[src/rtl/rxdma_pkg.sv]
// Shared types and field positions for the receive DMA engine.
// Assumes 32-bit descriptor words; the bit positions are fixed by the
// descriptor format that software and the engine share.
package rxdma_pkg;

    typedef enum logic [3:0] {
        ST_IDLE,
        ST_FETCH,
        ST_STREAM,
        ST_FLUSH,
        ST_CLOSE,
        ST_WB_FLAGS,
        ST_WB_AFTER,
        ST_CTX_DIS
    } rx_state_e;

    // Flags word bits
    localparam int FLG_EOL    = 0;
    localparam int FLG_INTR   = 4;
    localparam int FLG_IN_EOP = 11;

    // Context word bit marking the context disabled
    localparam int CTX_DIS_BIT = 15;

    // Raw interrupt bit positions
    localparam int IRQ_DATA_A = 0;
    localparam int IRQ_DATA_B = 1;
    localparam int IRQ_IN_EOP = 3;

    // Descriptor word indices
    localparam int W_NEXT  = 0;
    localparam int W_BUF   = 1;
    localparam int W_FLAGS = 2;
    localparam int W_AFTER = 3;

endpackage

[src/rtl/rxdma_packer.sv]
// Byte-to-word packer: collects stream bytes into the lanes of one memory
// word and tracks which lanes hold data.
// Assumes the controller never loads a lane twice before clearing, and
// never loads and clears in the same cycle.
module rxdma_packer #(
    parameter int LANES = 4,
    localparam int LB = $clog2(LANES)
) (
    input  logic               clk,
    input  logic               rst_n,
    input  logic               load,
    input  logic [LB-1:0]      lane,
    input  logic [7:0]         din,
    input  logic               clear,
    output logic [8*LANES-1:0] data,
    output logic [LANES-1:0]   be
);

    for (genvar g = 0; g < LANES; g++) begin : g_lane
        // Capture the byte aimed at this lane and mark the lane filled
        always_ff @(posedge clk) begin
            if (!rst_n) begin
                data[8*g +: 8] <= '0;
                be[g]          <= 1'b0;
            end else if (clear) begin
                be[g] <= 1'b0;
            end else if (load && (lane == LB'(g))) begin
                data[8*g +: 8] <= din;
                be[g]          <= 1'b1;
            end
        end
    end

    // a lane is never overwritten before the word is written out
    a_r3_no_lane_reuse: assert property (@(posedge clk) disable iff (!rst_n)
        load |-> !be[lane]);

endmodule

[src/rtl/rxdma_irq.sv]
// Raw interrupt register with clear pulses and a masked request output.
// Assumes set and ack are single-cycle pulses; set wins over ack.
module rxdma_irq #(
    parameter int W = 4
) (
    input  logic         clk,
    input  logic         rst_n,
    input  logic [W-1:0] set,
    input  logic [W-1:0] ack,
    input  logic [W-1:0] mask,
    output logic [W-1:0] raw,
    output logic         irq
);

    // Hold raw bits: clear on ack, set on events
    always_ff @(posedge clk) begin
        if (!rst_n) raw <= '0;
        else        raw <= (raw & ~ack) | set;
    end

    // Request is any enabled raw bit
    always_comb irq = |(raw & mask);

    // an acknowledged bit not set again in that cycle is clear afterwards
    a_r8_ack_clears: assert property (@(posedge clk) disable iff (!rst_n)
        (|(ack & ~set)) |=> ((raw & $past(ack & ~set)) == '0));

    // a set bit is visible on the next cycle
    a_r7_set_visible: assert property (@(posedge clk) disable iff (!rst_n)
        (|set) |=> ((raw & $past(set)) == $past(set)));

endmodule

[src/rtl/rxdma_engine.sv]
// Receive DMA engine for one channel: fetches data descriptors, packs
// stream bytes into memory words, closes descriptors on full buffer or
// end of packet, writes them back, raises interrupts and follows the chain.
// Assumes one acknowledge per memory request and descriptors with end >= start.
module rxdma_engine
    import rxdma_pkg::*;
#(
    parameter int DW   = 32,
    parameter int IRQW = 4
) (
    input  logic            clk,
    input  logic            rst_n,
    input  logic            start,
    input  logic [DW-1:0]   start_desc,
    input  logic [DW-1:0]   start_ctx,
    input  logic            s_valid,
    input  logic [7:0]      s_data,
    input  logic            s_last,
    output logic            s_ready,
    output logic            mem_req,
    output logic            mem_we,
    output logic [DW-1:0]   mem_addr,
    output logic [DW-1:0]   mem_wdata,
    output logic [DW/8-1:0] mem_be,
    input  logic            mem_ack,
    input  logic [DW-1:0]   mem_rdata,
    input  logic [IRQW-1:0] intr_mask,
    input  logic [IRQW-1:0] intr_ack,
    output logic [IRQW-1:0] intr_raw,
    output logic            irq,
    output logic            chan_stopped
);

    localparam int LANES    = DW / 8;
    localparam int LB       = $clog2(LANES);
    localparam int CTX_LANE = CTX_DIS_BIT / 8;

    rx_state_e       state;
    logic [DW-1:0]   desc_q, ctx_q, next_q, flags_q, after_q, pos_q, wr_addr_q;
    logic [1:0]      fidx_q;
    logic            close_q, eop_q;

    logic [LB-1:0]   lane;
    logic            take;
    logic            done;
    logic            pk_clear;
    logic [DW-1:0]   pk_data;
    logic [LANES-1:0] pk_be;
    logic [IRQW-1:0] irq_set;
    logic            closing;

    always_comb begin
        lane     = pos_q[LB-1:0];
        s_ready  = (state == ST_STREAM);
        take     = s_ready && s_valid;
        done     = ((pos_q + DW'(1)) == after_q) || s_last;
        pk_clear = (state == ST_FLUSH) && mem_ack;
        closing  = (state == ST_CLOSE);
        chan_stopped = (state == ST_IDLE);
    end

    rxdma_packer #(.LANES(LANES)) u_pack (
        .clk   (clk),
        .rst_n (rst_n),
        .load  (take),
        .lane  (lane),
        .din   (s_data),
        .clear (pk_clear),
        .data  (pk_data),
        .be    (pk_be)
    );

    // Interrupt events raised by a descriptor close
    always_comb begin
        irq_set             = '0;
        irq_set[IRQ_DATA_A] = closing && flags_q[FLG_INTR];
        irq_set[IRQ_DATA_B] = closing && flags_q[FLG_INTR];
        irq_set[IRQ_IN_EOP] = closing && eop_q;
    end

    rxdma_irq #(.W(IRQW)) u_irq (
        .clk   (clk),
        .rst_n (rst_n),
        .set   (irq_set),
        .ack   (intr_ack),
        .mask  (intr_mask),
        .raw   (intr_raw),
        .irq   (irq)
    );

    // Memory request mux: one source per state
    always_comb begin
        mem_req   = 1'b0;
        mem_we    = 1'b0;
        mem_addr  = '0;
        mem_wdata = '0;
        mem_be    = '0;
        unique case (state)
            ST_FETCH: begin
                mem_req  = 1'b1;
                mem_addr = desc_q + (DW'(fidx_q) << LB);
            end
            ST_FLUSH: begin
                mem_req   = 1'b1;
                mem_we    = 1'b1;
                mem_addr  = wr_addr_q;
                mem_wdata = pk_data;
                mem_be    = pk_be;
            end
            ST_WB_FLAGS: begin
                mem_req   = 1'b1;
                mem_we    = 1'b1;
                mem_addr  = desc_q + (DW'(W_FLAGS) << LB);
                mem_wdata = flags_q;
                mem_be    = '1;
            end
            ST_WB_AFTER: begin
                mem_req   = 1'b1;
                mem_we    = 1'b1;
                mem_addr  = desc_q + (DW'(W_AFTER) << LB);
                mem_wdata = after_q;
                mem_be    = '1;
            end
            ST_CTX_DIS: begin
                mem_req   = 1'b1;
                mem_we    = 1'b1;
                mem_addr  = ctx_q;
                mem_wdata = DW'(1) << CTX_DIS_BIT;
                mem_be    = LANES'(1) << CTX_LANE;
            end
            default: ;
        endcase
    end

    // Channel sequencer: fetch, stream, flush, close, write back, chain
    always_ff @(posedge clk) begin
        if (!rst_n) begin
            state     <= ST_IDLE;
            desc_q    <= '0;
            ctx_q     <= '0;
            next_q    <= '0;
            flags_q   <= '0;
            after_q   <= '0;
            pos_q     <= '0;
            wr_addr_q <= '0;
            fidx_q    <= '0;
            close_q   <= 1'b0;
            eop_q     <= 1'b0;
        end else begin
            unique case (state)
                ST_IDLE: if (start) begin
                    desc_q <= start_desc;
                    ctx_q  <= start_ctx;
                    fidx_q <= '0;
                    eop_q  <= 1'b0;
                    state  <= ST_FETCH;
                end
                ST_FETCH: if (mem_ack) begin
                    case (fidx_q)
                        2'(W_NEXT):  next_q  <= mem_rdata;
                        2'(W_BUF):   pos_q   <= mem_rdata;
                        2'(W_FLAGS): flags_q <= mem_rdata;
                        default:     after_q <= mem_rdata;
                    endcase
                    fidx_q <= fidx_q + 2'd1;
                    if (fidx_q == 2'(W_AFTER))
                        state <= (pos_q == mem_rdata) ? ST_CLOSE : ST_STREAM;
                end
                ST_STREAM: if (s_valid) begin
                    pos_q     <= pos_q + DW'(1);
                    wr_addr_q <= {pos_q[DW-1:LB], {LB{1'b0}}};
                    eop_q     <= s_last;
                    close_q   <= done;
                    if (done || (lane == LB'(LANES - 1)))
                        state <= ST_FLUSH;
                end
                ST_FLUSH: if (mem_ack)
                    state <= close_q ? ST_CLOSE : ST_STREAM;
                ST_CLOSE: begin
                    flags_q[FLG_IN_EOP] <= flags_q[FLG_IN_EOP] | eop_q;
                    after_q <= pos_q;
                    state   <= ST_WB_FLAGS;
                end
                ST_WB_FLAGS: if (mem_ack) state <= ST_WB_AFTER;
                ST_WB_AFTER: if (mem_ack) begin
                    if (flags_q[FLG_EOL]) begin
                        state <= ST_CTX_DIS;
                    end else begin
                        desc_q <= next_q;
                        fidx_q <= '0;
                        eop_q  <= 1'b0;
                        state  <= ST_FETCH;
                    end
                end
                ST_CTX_DIS: if (mem_ack) state <= ST_IDLE;
                default: state <= ST_IDLE;
            endcase
        end
    end

    // the stream is never taken while memory is busy
    a_r10_ready_excl_mem: assert property (@(posedge clk) disable iff (!rst_n)
        s_ready |-> !mem_req);

    // a request stays put until acknowledged
    a_r2_req_hold: assert property (@(posedge clk) disable iff (!rst_n)
        (mem_req && !mem_ack) |=> (mem_req && $stable(mem_addr) && $stable(mem_we)));

    // while streaming, the position never sits at the end address
    a_r4_pos_within: assert property (@(posedge clk) disable iff (!rst_n)
        (state == ST_STREAM) |-> (pos_q != after_q));

    // every data write carries at least one lane
    a_r3_flush_has_lane: assert property (@(posedge clk) disable iff (!rst_n)
        (state == ST_FLUSH) |-> (pk_be != '0));

    // the context write ends the run
    a_r9_stop_after_ctx: assert property (@(posedge clk) disable iff (!rst_n)
        (state == ST_CTX_DIS && mem_ack) |=> (chan_stopped && !s_ready));

    // a close with the descriptor interrupt bit raises bits 0 and 1
    a_r7_intr_pair: assert property (@(posedge clk) disable iff (!rst_n)
        (closing && flags_q[FLG_INTR]) |=> (intr_raw[IRQ_DATA_A] && intr_raw[IRQ_DATA_B]));

endmodule

[config.mk]
export PLATFORM = sky130hd
export DESIGN_NAME = rxdma_engine
export DESIGN_NICKNAME = d
export VERILOG_FILES = /design/src/rtl/rxdma_pkg.sv /design/src/rtl/rxdma_packer.sv /design/src/rtl/rxdma_irq.sv /design/src/rtl/rxdma_engine.sv
export SDC_FILE = /design/constraint.sdc
export NUM_CORES = 1
export LEC_CHECK = 0
export CAP_MARGIN = 20
export CORE_ASPECT_RATIO = 1.5
export CORE_MARGIN = 2
export CORE_UTILIZATION = 30
export CTS_BUF_LIST = sky130_fd_sc_hd__clkbuf_16
export DETAILED_ROUTE_END_ITERATION = 10
export GPL_ROUTABILITY_DRIVEN = 0
export HOLD_SLACK_MARGIN = 0.1
export PLACE_DENSITY = 0.46
export SKIP_CTS_REPAIR_TIMING = 1
export SYNTH_ARGS = -nofsm -noshare
export SYNTH_HDL_FRONTEND = slang
export SYNTH_SLANG_ARGS = --single-unit
[constraint.sdc]
create_clock -name clk -period 10.2 [get_ports clk]
set_input_delay 1.02 -clock clk [delete_from_list [all_inputs] [get_ports clk]]
set_output_delay 1.02 -clock clk [all_outputs]
set_load 0.05 [all_outputs]
Word-level counts from Yosys, hierarchy flattened
Cells that the tools add are included.
W data, S select, Z words.
Storage, ports and cells
  register bits after elaboration: 270
  input bits: 118
Operators by class
  $add $sub $neg: 5
  equality and inequality tests: 28
  muxes and demuxes: 42
  bitwise gates (word level): 7
  reductions and logical operators: 39
Operators with widths (number)
  $mux W32: 8
  $pmux W32 S2: 3
  $pmux W32 S5: 1
  $pmux W32 S4: 1
  $add A32 B4 Y32 const B: 2
  $eq A32 B32 Y1: 2
  $mux W4: 9
  $add A32 B1 Y32 const B: 1
  $add A32 B4 Y32: 1
  $pmux W4 S8: 1
  $mux W12: 2
  $ne A2 B2 Y1 const B: 10
  $eq A4 B3 Y1 const B: 4
  $pmux W4 S3: 1
  $reduce_and A2 Y1: 6
  $reduce_and A3 Y1: 4
  $reduce_and A5 Y1: 2
  $mux W3: 3
  $reduce_and A9 Y1: 1
  $and A4 B4 Y4: 2
  $eq A2 B2 Y1 const B: 4
  $eq A4 B2 Y1 const B: 2
  $logic_and A1 B1 Y1: 8
  $mux W2: 4
  other kinds (22): 39

Depth between registers and ports, before layout
Gate-level depths: netlist of the first run.
  depth in word-level cells: 7
  gate-level depth with buffers: 16
  gate-level depth less buffers: 13

Cells and area by module
From an unflattened synthesis of the first run, not the netlist that was laid out.
Unflattened totals
  cells, all modules: 1971
  area total of the unflattened synthesis: 14921.8 sq um
Modules (own cells, without submodules)
  rxdma_engine: times used 1, cells each 1824, area each 13426.6 sq um, seq. area each 4584.4 sq um
  rxdma_packer: times used 1, cells each 132, area each 1341.3 sq um, seq. area each 720.7 sq um
  rxdma_irq: times used 1, cells each 15, area each 153.9 sq um, seq. area each 80.1 sq um

Worst setup path before layout of the first run
OpenSTA, ideal clock, no wires.
  kind: register to output
  from: register state[1]
  to: output port mem_addr[19]
  arrival: 4.455 ns
  path slack: 4.725 ns
  stages on the path, launching flop included: 14
  buffers on the path: 3
  path through: dfxtp_1 buf_2 inv_2 nor2_1 nand2_1 clkbuf_1 buf_1 nand2_1 ha_1 a21o_1 nor3b_1 nand3_1 o22a_1 o311ai_0
On the way
  word-level cells in the longest chain between the ends: 2
  elaborated cells between the ends (all ways): 6
  classes of those cells: eq/ne: 5; mux: 1
RTL lines
  start, declared: line rxdma_engine.sv:38  | rx_state_e state;
  start signal, assigned: line rxdma_engine.sv:167  | state <= (pos_q == mem_rdata) ? ST_CLOSE : ST_STREAM;
  start signal, assigned: line rxdma_engine.sv:178  | state <= close_q ? ST_CLOSE : ST_STREAM;
  $eq A4 B3 Y1, or another cell as far along: line rxdma_engine.sv:98  | unique case (state)
  $pmux W32 S5 *: line rxdma_engine.sv:98
  end, declared: line rxdma_engine.sv:22  | output logic [DW-1:0] mem_addr,
Every way passes the cells marked *; elsewhere a longest branch is shown, timed or not.

Worst setup path after layout of the first run
  from: register state[1]
  to: output port mem_addr[31]
Same word-level chain as after synthesis.

==> results of run 1 <==
## cells by family after synthesis
logic type,synth area share [%]
DFF,35.0
adders and majority gates,1.19
xor gates and xnor gates,6.10
AOI/OAI and AO/OA,25.9
muxes,3.00
and+or+nand+nor,23.4
buffers and inverters,5.42
## final cells by class
class	instances	area share [%]
multi-input combinational	1502	49.2
clock buffer	31	4.15
inverter	26	0.522
clock inverter	25	1.16
sequential	269	28.8
tap	669	4.47
timing repair buffer	222	11.7
## placed cells by master, fill, tap and decap left out, drive strengths merged, types with 5 or more instances in the layout
cell type and instances:
nand2 459, dfxtp 269, clkdlybuf4s50 193, a21boi 164, nand3 124, o21ai 82, xnor2 74, nor2 70
o211a 66, a22o 63, a21oi 47, mux2i 45, xor2 33, nor3 32, clkbuf 31, nand4 31
inv 31, buf 29, a22oi 25, and2 16, nor2b 14, clkinv 14, ha 13, nor4 13
a222oi 12, o22ai 12, and4 10, a31oi 9, nand2b 8, a221o 7, o31ai 6, or3 6
and3 6, o311ai 5
## how the worst min path moves through the flow
stage | to | cells past startpoint | slack (ns)
6_report | next_q[3] | 2 | 0.45
5_1_grt | flags_q[5] | 2 | 0.47
4_1_cts | next_q[24] | 2 | 0.46
3_5_place_dp | flags_q[15] | 2 | 0.44
3_3_place_gp | flags_q[27] | 2 | 0.44
2_1_floorplan | flags_q[15] | 2 | 0.43
## tightest hold or removal path, cell delays in order (launching register included)
cell and delay [ns]:
dfxtp_1 0.31, nand2_1 0.05, a21boi_1 0.05
## layer usage
layer  GRT usage (%)  vias to the layer above  routed length [microns]
met1            27.4                     7271                    25300
li1                -                     7126                        -
met4            11.3                        0                     3160
met2            44.7                      492                    34100
met5               0                        -                        0
met3            2.29                      117                     3080
## metrics by stage
stage | instances | util (%) | setup slack (ns)
floorplan | 1982 | - | 4.72
global placement | 2686 | 34.8 | 4.20
detailed placement | 2686 | 34.8 | 4.13
CTS | 2742 | 36.8 | 3.51
global route | 2744 | 36.9 | 3.09
finish | 2744 | 36.9 | 3.49
## flip-flops by register name, summed over array words and instances, names as in the netlist
register	cells
u_irq.raw	4
after_q	32
u_pack.be	4
pos_q	32
wr_addr_q	30
state	3
eop_q	1
fidx_q	2
flags_q	32
close_q	1
next_q	32
u_pack.data	32
desc_q	32
ctx_q	32
## power breakdown
group          internal, uW  total, uW  switching [uW]
Clock                   648       1130             480
Combinational           314        873             560
Sequential             1140       1310             167
==> impl_metrics.env, run 1 <==
export IMPL_status="complete, no violations"
export IMPL_die_h_microns=281
export IMPL_yosys_top_cells_area="dfxtp_1 35%, nand2_1 11%, a21boi_0 4.7%, o211a_1 4.3%, xnor2_1 4.2%"
export IMPL_portBuffers=194
export IMPL_max_freq_ghz=0.149
export IMPL_cpMostUsedCell="nand2_1"
export IMPL_grt_usage_pct=24.0
export IMPL_cp_arrival_ns=5.69
export IMPL_cts_tree="done"
export IMPL_cts_buffers=30
export IMPL_grt_start_max_net_pins=113
export IMPL_wl_mm=65.6
export IMPL_fin_crit_ns=6.71
export IMPL_leakagePower_uw=0.00693
export IMPL_antenna_found_initial=0
export IMPL_rrSetupSlack_ns=5.06
export IMPL_fin_hold_ws_ns=0.453
export IMPL_synth_top_cell_area_share_pct=35.0
export IMPL_ff_latch_area_sq_um=5390
export IMPL_fillers=5317
export IMPL_synth_async_sr_flop_share_pct=0
export IMPL_cts_sinks=269
export IMPL_clk_latency_ns=0.59
export IMPL_final_area_sq_um=18700
export IMPL_syn_to_final_growth_pct=21.7
export IMPL_timing_rr_start="state[1]"
export IMPL_rows=101
export IMPL_slew_limit_headroom_pct=32.4
export IMPL_drtPass1Iterations=5
export IMPL_vias=15000
export IMPL_crit_chain="inv_2 -> nor2_4 -> nand2_1 -> buf_4 -> nand2_1 -> ha_1 -> a21o_1 -> nor3b_1 -> nand3_1 -> nor4_1 -> nand2_1 -> xor2_1 -> o21ai_0 -> clkdlybuf4s50_1"
export IMPL_routedWlPerCell_microns=23.9
export IMPL_clockRootBuffer="clkbuf_16"
export IMPL_crit_family="simple AND/OR/NAND/NOR gates"
export IMPL_drv_cap=0
export IMPL_io_pins=195
export IMPL_antenna_left=0
export IMPL_viasPerCell=5.47
export IMPL_cp_max_fo=38
export IMPL_powerDensity_nw_per_um2=177
export IMPL_synth_flop_cell="dfxtp_1"
export IMPL_path_clk_slew_ns=0.07
export IMPL_core_area_sq_um=50700
export IMPL_total_power_uw=3310
export IMPL_tightest_slew_ns=1.01
export IMPL_synthesis_nets=2114
export IMPL_multi_input_area_sq_um=9200
export IMPL_cp_slowest_cell="dfxtp_1"
export IMPL_crit_path_end_kind="primary output"
export IMPL_place_area_sq_um=17700
export IMPL_drive_above_1_share_pct=4.72
export IMPL_cpPeakStageDelay_ns=0.99
export IMPL_drcViolationCount=0
export IMPL_ys_seq_area_share_pct=35.0
export IMPL_n_antenna_cell=0
export IMPL_die_area_sq_um=53100
export IMPL_syn_cell_area_sq_um=15400
export IMPL_rsz0062_at_grt="false"
export IMPL_ir_drop_mv=0.140
export IMPL_synth_edf_count=0
export IMPL_reg2reg_depth=12
export IMPL_cp_required_ns=9.18
export IMPL_grt_pass1_vias=14500
export IMPL_clk_path_buf_depth=3
export IMPL_dp_hpwl_mm=48.1
export IMPL_critPathKind="reg2out"
export IMPL_cp_start_kind="flop"
export IMPL_drv_slew=0
export IMPL_syn_inst=1982
export IMPL_avgSynthCellArea_sq_um=7.76
export IMPL_grt_pass1_wl_mm=95.8
export IMPL_final_nets=2183
export IMPL_die_w_microns=189
export IMPL_timing_rr_end="u_pack.data[21]"
export IMPL_crit_end="mem_addr[31]"
export IMPL_fin_tns_setup_ns=0
export IMPL_cp_num_cells=14
export IMPL_start_util_pct=30.3
export IMPL_ys_ff_latch=269
export IMPL_yosysTopAreaCell="dfxtp_1"
export IMPL_critPathLaunch="state[1]"
export IMPL_gr_total_overflow=0
export IMPL_drt_initial_drc_count=1074
export IMPL_synth_cell_types=66
export IMPL_path_buf_inv=3
export IMPL_finalCritPeriodShare_pct=65.8
export IMPL_finalSetupViolCount=0
export IMPL_worstHoldStart="next_q[3]"
export IMPL_synth_most_common_cell="nand2_1"
export IMPL_holdCritPathClass="reg2reg"
export IMPL_synth_common_cells="459 x nand2_1, 269 x dfxtp_1, 150 x clkbuf_1"
export IMPL_hold_viol=0
export IMPL_yosys_warnings=0
export IMPL_htreeDepth=1
export IMPL_fin_worst_skew_ns=0.0245
No activity file was read; power rests on OpenSTA's default activity.
==> run 2, diff against run 1 <==
PLACE_DENSITY = 0.48   (was 0.46)
clock period = 6.05 ns   (was 10.2 ns; I/O delays follow)
==> run 2 against run 1 <==
Against the previous run:
- clock skew about the same
- first-iteration DRC count rose by 6.3%
- non-clock buffer count stayed put
- via count decreased by 0.55%
- clock power grew 69%
- global-route usage hardly changed
- sequential share of layout area shrank 0.25 points
- die area did not move
- final cell count is 0.15% lower
- largest power group unchanged
- sequential power increased by 69%
- register-to-register slack got worse by 2.9 ns
- combinational power grew 74%
==> impl_metrics.env, run 2 (synthesis results as in run 1) <==
export IMPL_status="complete, no violations"
export IMPL_finalSetupViolCount=0
export IMPL_drv_slew=0
export IMPL_portBuffers=194
export IMPL_worstHoldStart="flags_q[12]"
export IMPL_routedWlPerCell_microns=23.9
export IMPL_timing_rr_end="close_q"
export IMPL_cpMostUsedCell="nand2_1"
export IMPL_final_cell_mix="459 x nand2_1, 268 x dfxtp_1, 165 x clkdlybuf4s50_1"
export IMPL_wl_mm=65.4
export IMPL_total_power_uw=5650
export IMPL_htreeDepth=1
export IMPL_cp_required_ns=5.44
export IMPL_tightest_slew_ns=1.01
export IMPL_timing_rr_start="pos_q[0]"
export IMPL_crit_path_end_kind="primary output"
export IMPL_dp_hpwl_mm=47.9
export IMPL_multi_input_area_sq_um=9190
export IMPL_grt_pass1_wl_mm=96.4
export IMPL_core_area_sq_um=50700
export IMPL_clk_latency_ns=0.57
export IMPL_drive_above_1_share_pct=6.04
export IMPL_io_pins=195
export IMPL_cp_start_kind="flop"
export IMPL_reg2reg_depth=9
export IMPL_final_nets=2182
export IMPL_leakagePower_uw=0.00703
export IMPL_grt_start_max_net_pins=129
export IMPL_syn_to_final_growth_pct=22.7
export IMPL_ir_drop_mv=0.241
export IMPL_antenna_found_initial=0
export IMPL_cp_arrival_ns=4.67
export IMPL_fin_worst_skew_ns=0.0241
export IMPL_n_antenna_cell=0
export IMPL_fillers=5272
export IMPL_clk_path_buf_depth=3
export IMPL_ff_latch_area_sq_um=5390
export IMPL_path_clk_slew_ns=0.06
export IMPL_cpPeakStageDelay_ns=0.85
export IMPL_max_freq_ghz=0.190
export IMPL_cts_buffers=29
export IMPL_worstHoldEndpoint="flags_q[12]"
export IMPL_critPathKind="reg2out"
export IMPL_final_common_cell="nand2_1"
export IMPL_start_util_pct=30.3
export IMPL_rrSetupSlack_ns=2.14
export IMPL_cp_max_fo=51
export IMPL_rsz0062_at_grt="false"
export IMPL_cts_tree="done"
export IMPL_fin_crit_ns=5.27
export IMPL_rows=101
export IMPL_powerDensity_nw_per_um2=300
export IMPL_drcViolationCount=0
export IMPL_finalCritPeriodShare_pct=87.2
export IMPL_drtPass1Iterations=5
export IMPL_crit_chain="buf_4 -> nand2_1 -> buf_4 -> nand2_1 -> ha_1 -> inv_1 -> fa_1 -> nor3_1 -> nand3_1 -> nor2_1 -> nand2_1 -> xor2_1 -> o21ai_0 -> buf_12"
export IMPL_cts_sinks=269
export IMPL_antenna_left=0
export IMPL_viasPerCell=5.45
export IMPL_drv_cap=0
export IMPL_holdPathStages=2
export IMPL_drt_initial_drc_count=1142
export IMPL_fin_tns_setup_ns=0
export IMPL_hold_viol=0
export IMPL_die_h_microns=281
export IMPL_die_area_sq_um=53100
export IMPL_cp_slowest_cell="nor3_1"
export IMPL_die_w_microns=189
export IMPL_holdCritPathClass="reg2reg"
export IMPL_slew_limit_headroom_pct=32.4
export IMPL_grt_usage_pct=24.0
export IMPL_clockRootBuffer="clkbuf_16"
export IMPL_vias=14900
export IMPL_gr_total_overflow=0
export IMPL_grt_pass1_vias=14600
[run 2: cell count changes in the layout (fill, tap and decap cells not counted), moves of 2 or more]
cell | previous run | this run
buf_12 | 0 | 19
buf_4 | 26 | 35
bufinv_16 | 4 | 6
clkbuf_16 | 31 | 29
clkdlybuf4s50_1 | 193 | 165
clkinv_1 | 5 | 3
inv_1 | 29 | 26
[run 2: worst max path at each step]
stage                        start            to  slack [ns]  depth (start not counted)
final                     state[2]  mem_addr[30]        0.78                         14
after global routing      state[2]  mem_addr[30]        0.53                         14
after CTS                 state[2]  mem_addr[30]        0.81                         14
after detailed placement  state[2]  mem_addr[30]        1.44                         14
after global placement    state[2]  mem_addr[30]        1.50                         14
after floorplan           state[1]  mem_addr[19]        0.99                         13
[run 2: worst max-delay path: cells and delay by family (launching register included)]
kind            cells  cell delay, ns
fa+ha+maj           2            0.62
buf+inv             4            0.96
xor+xnor            1            0.14
flops               1            0.31
simple gates        6            1.73
compound gates      1            0.30
[run 2: stage by stage]
step | hold slack, ns | worst slack, ns | cells | util [%] | instance area, sq um
2_1_floorplan | 0.432 | 0.990 | 1982 | - | 15400
3_3_place_gp | 0.441 | 1.50 | 2686 | 35.2 | 17800
3_5_place_dp | 0.447 | 1.44 | 2686 | 35.2 | 17800
4_1_cts | 0.454 | 0.814 | 2738 | 37.1 | 18800
5_1_grt | 0.470 | 0.528 | 2740 | 37.2 | 18900
6_report | 0.452 | 0.776 | 2740 | 37.2 | 18900
[run 2: cell type report]
class	instances	share of cell area [%]
multi-input cells	1502	48.7
flip-flops and latches	269	28.5
repair buffers	222	12.5
well taps	669	4.44
clock buffers	29	3.85
clock inverters	23	1.42
inverters	26	0.517
[run 2: routing by layer]
layer | global-route usage (%) | share of wire [%] | wire, microns
met4 | 12.5 | 5.4 | 3530
met5 | 0 | 0 | 0
met3 | 2.65 | 4.6 | 3030
met2 | 43.8 | 51 | 33400
met1 | 27.5 | 39 | 25500
[run 2: report_power, final]
part | internal (uW) | switching [uW]
logic | 570 | 946
registers | 1930 | 293
clock network | 1130 | 789
total | 3620 | 2030
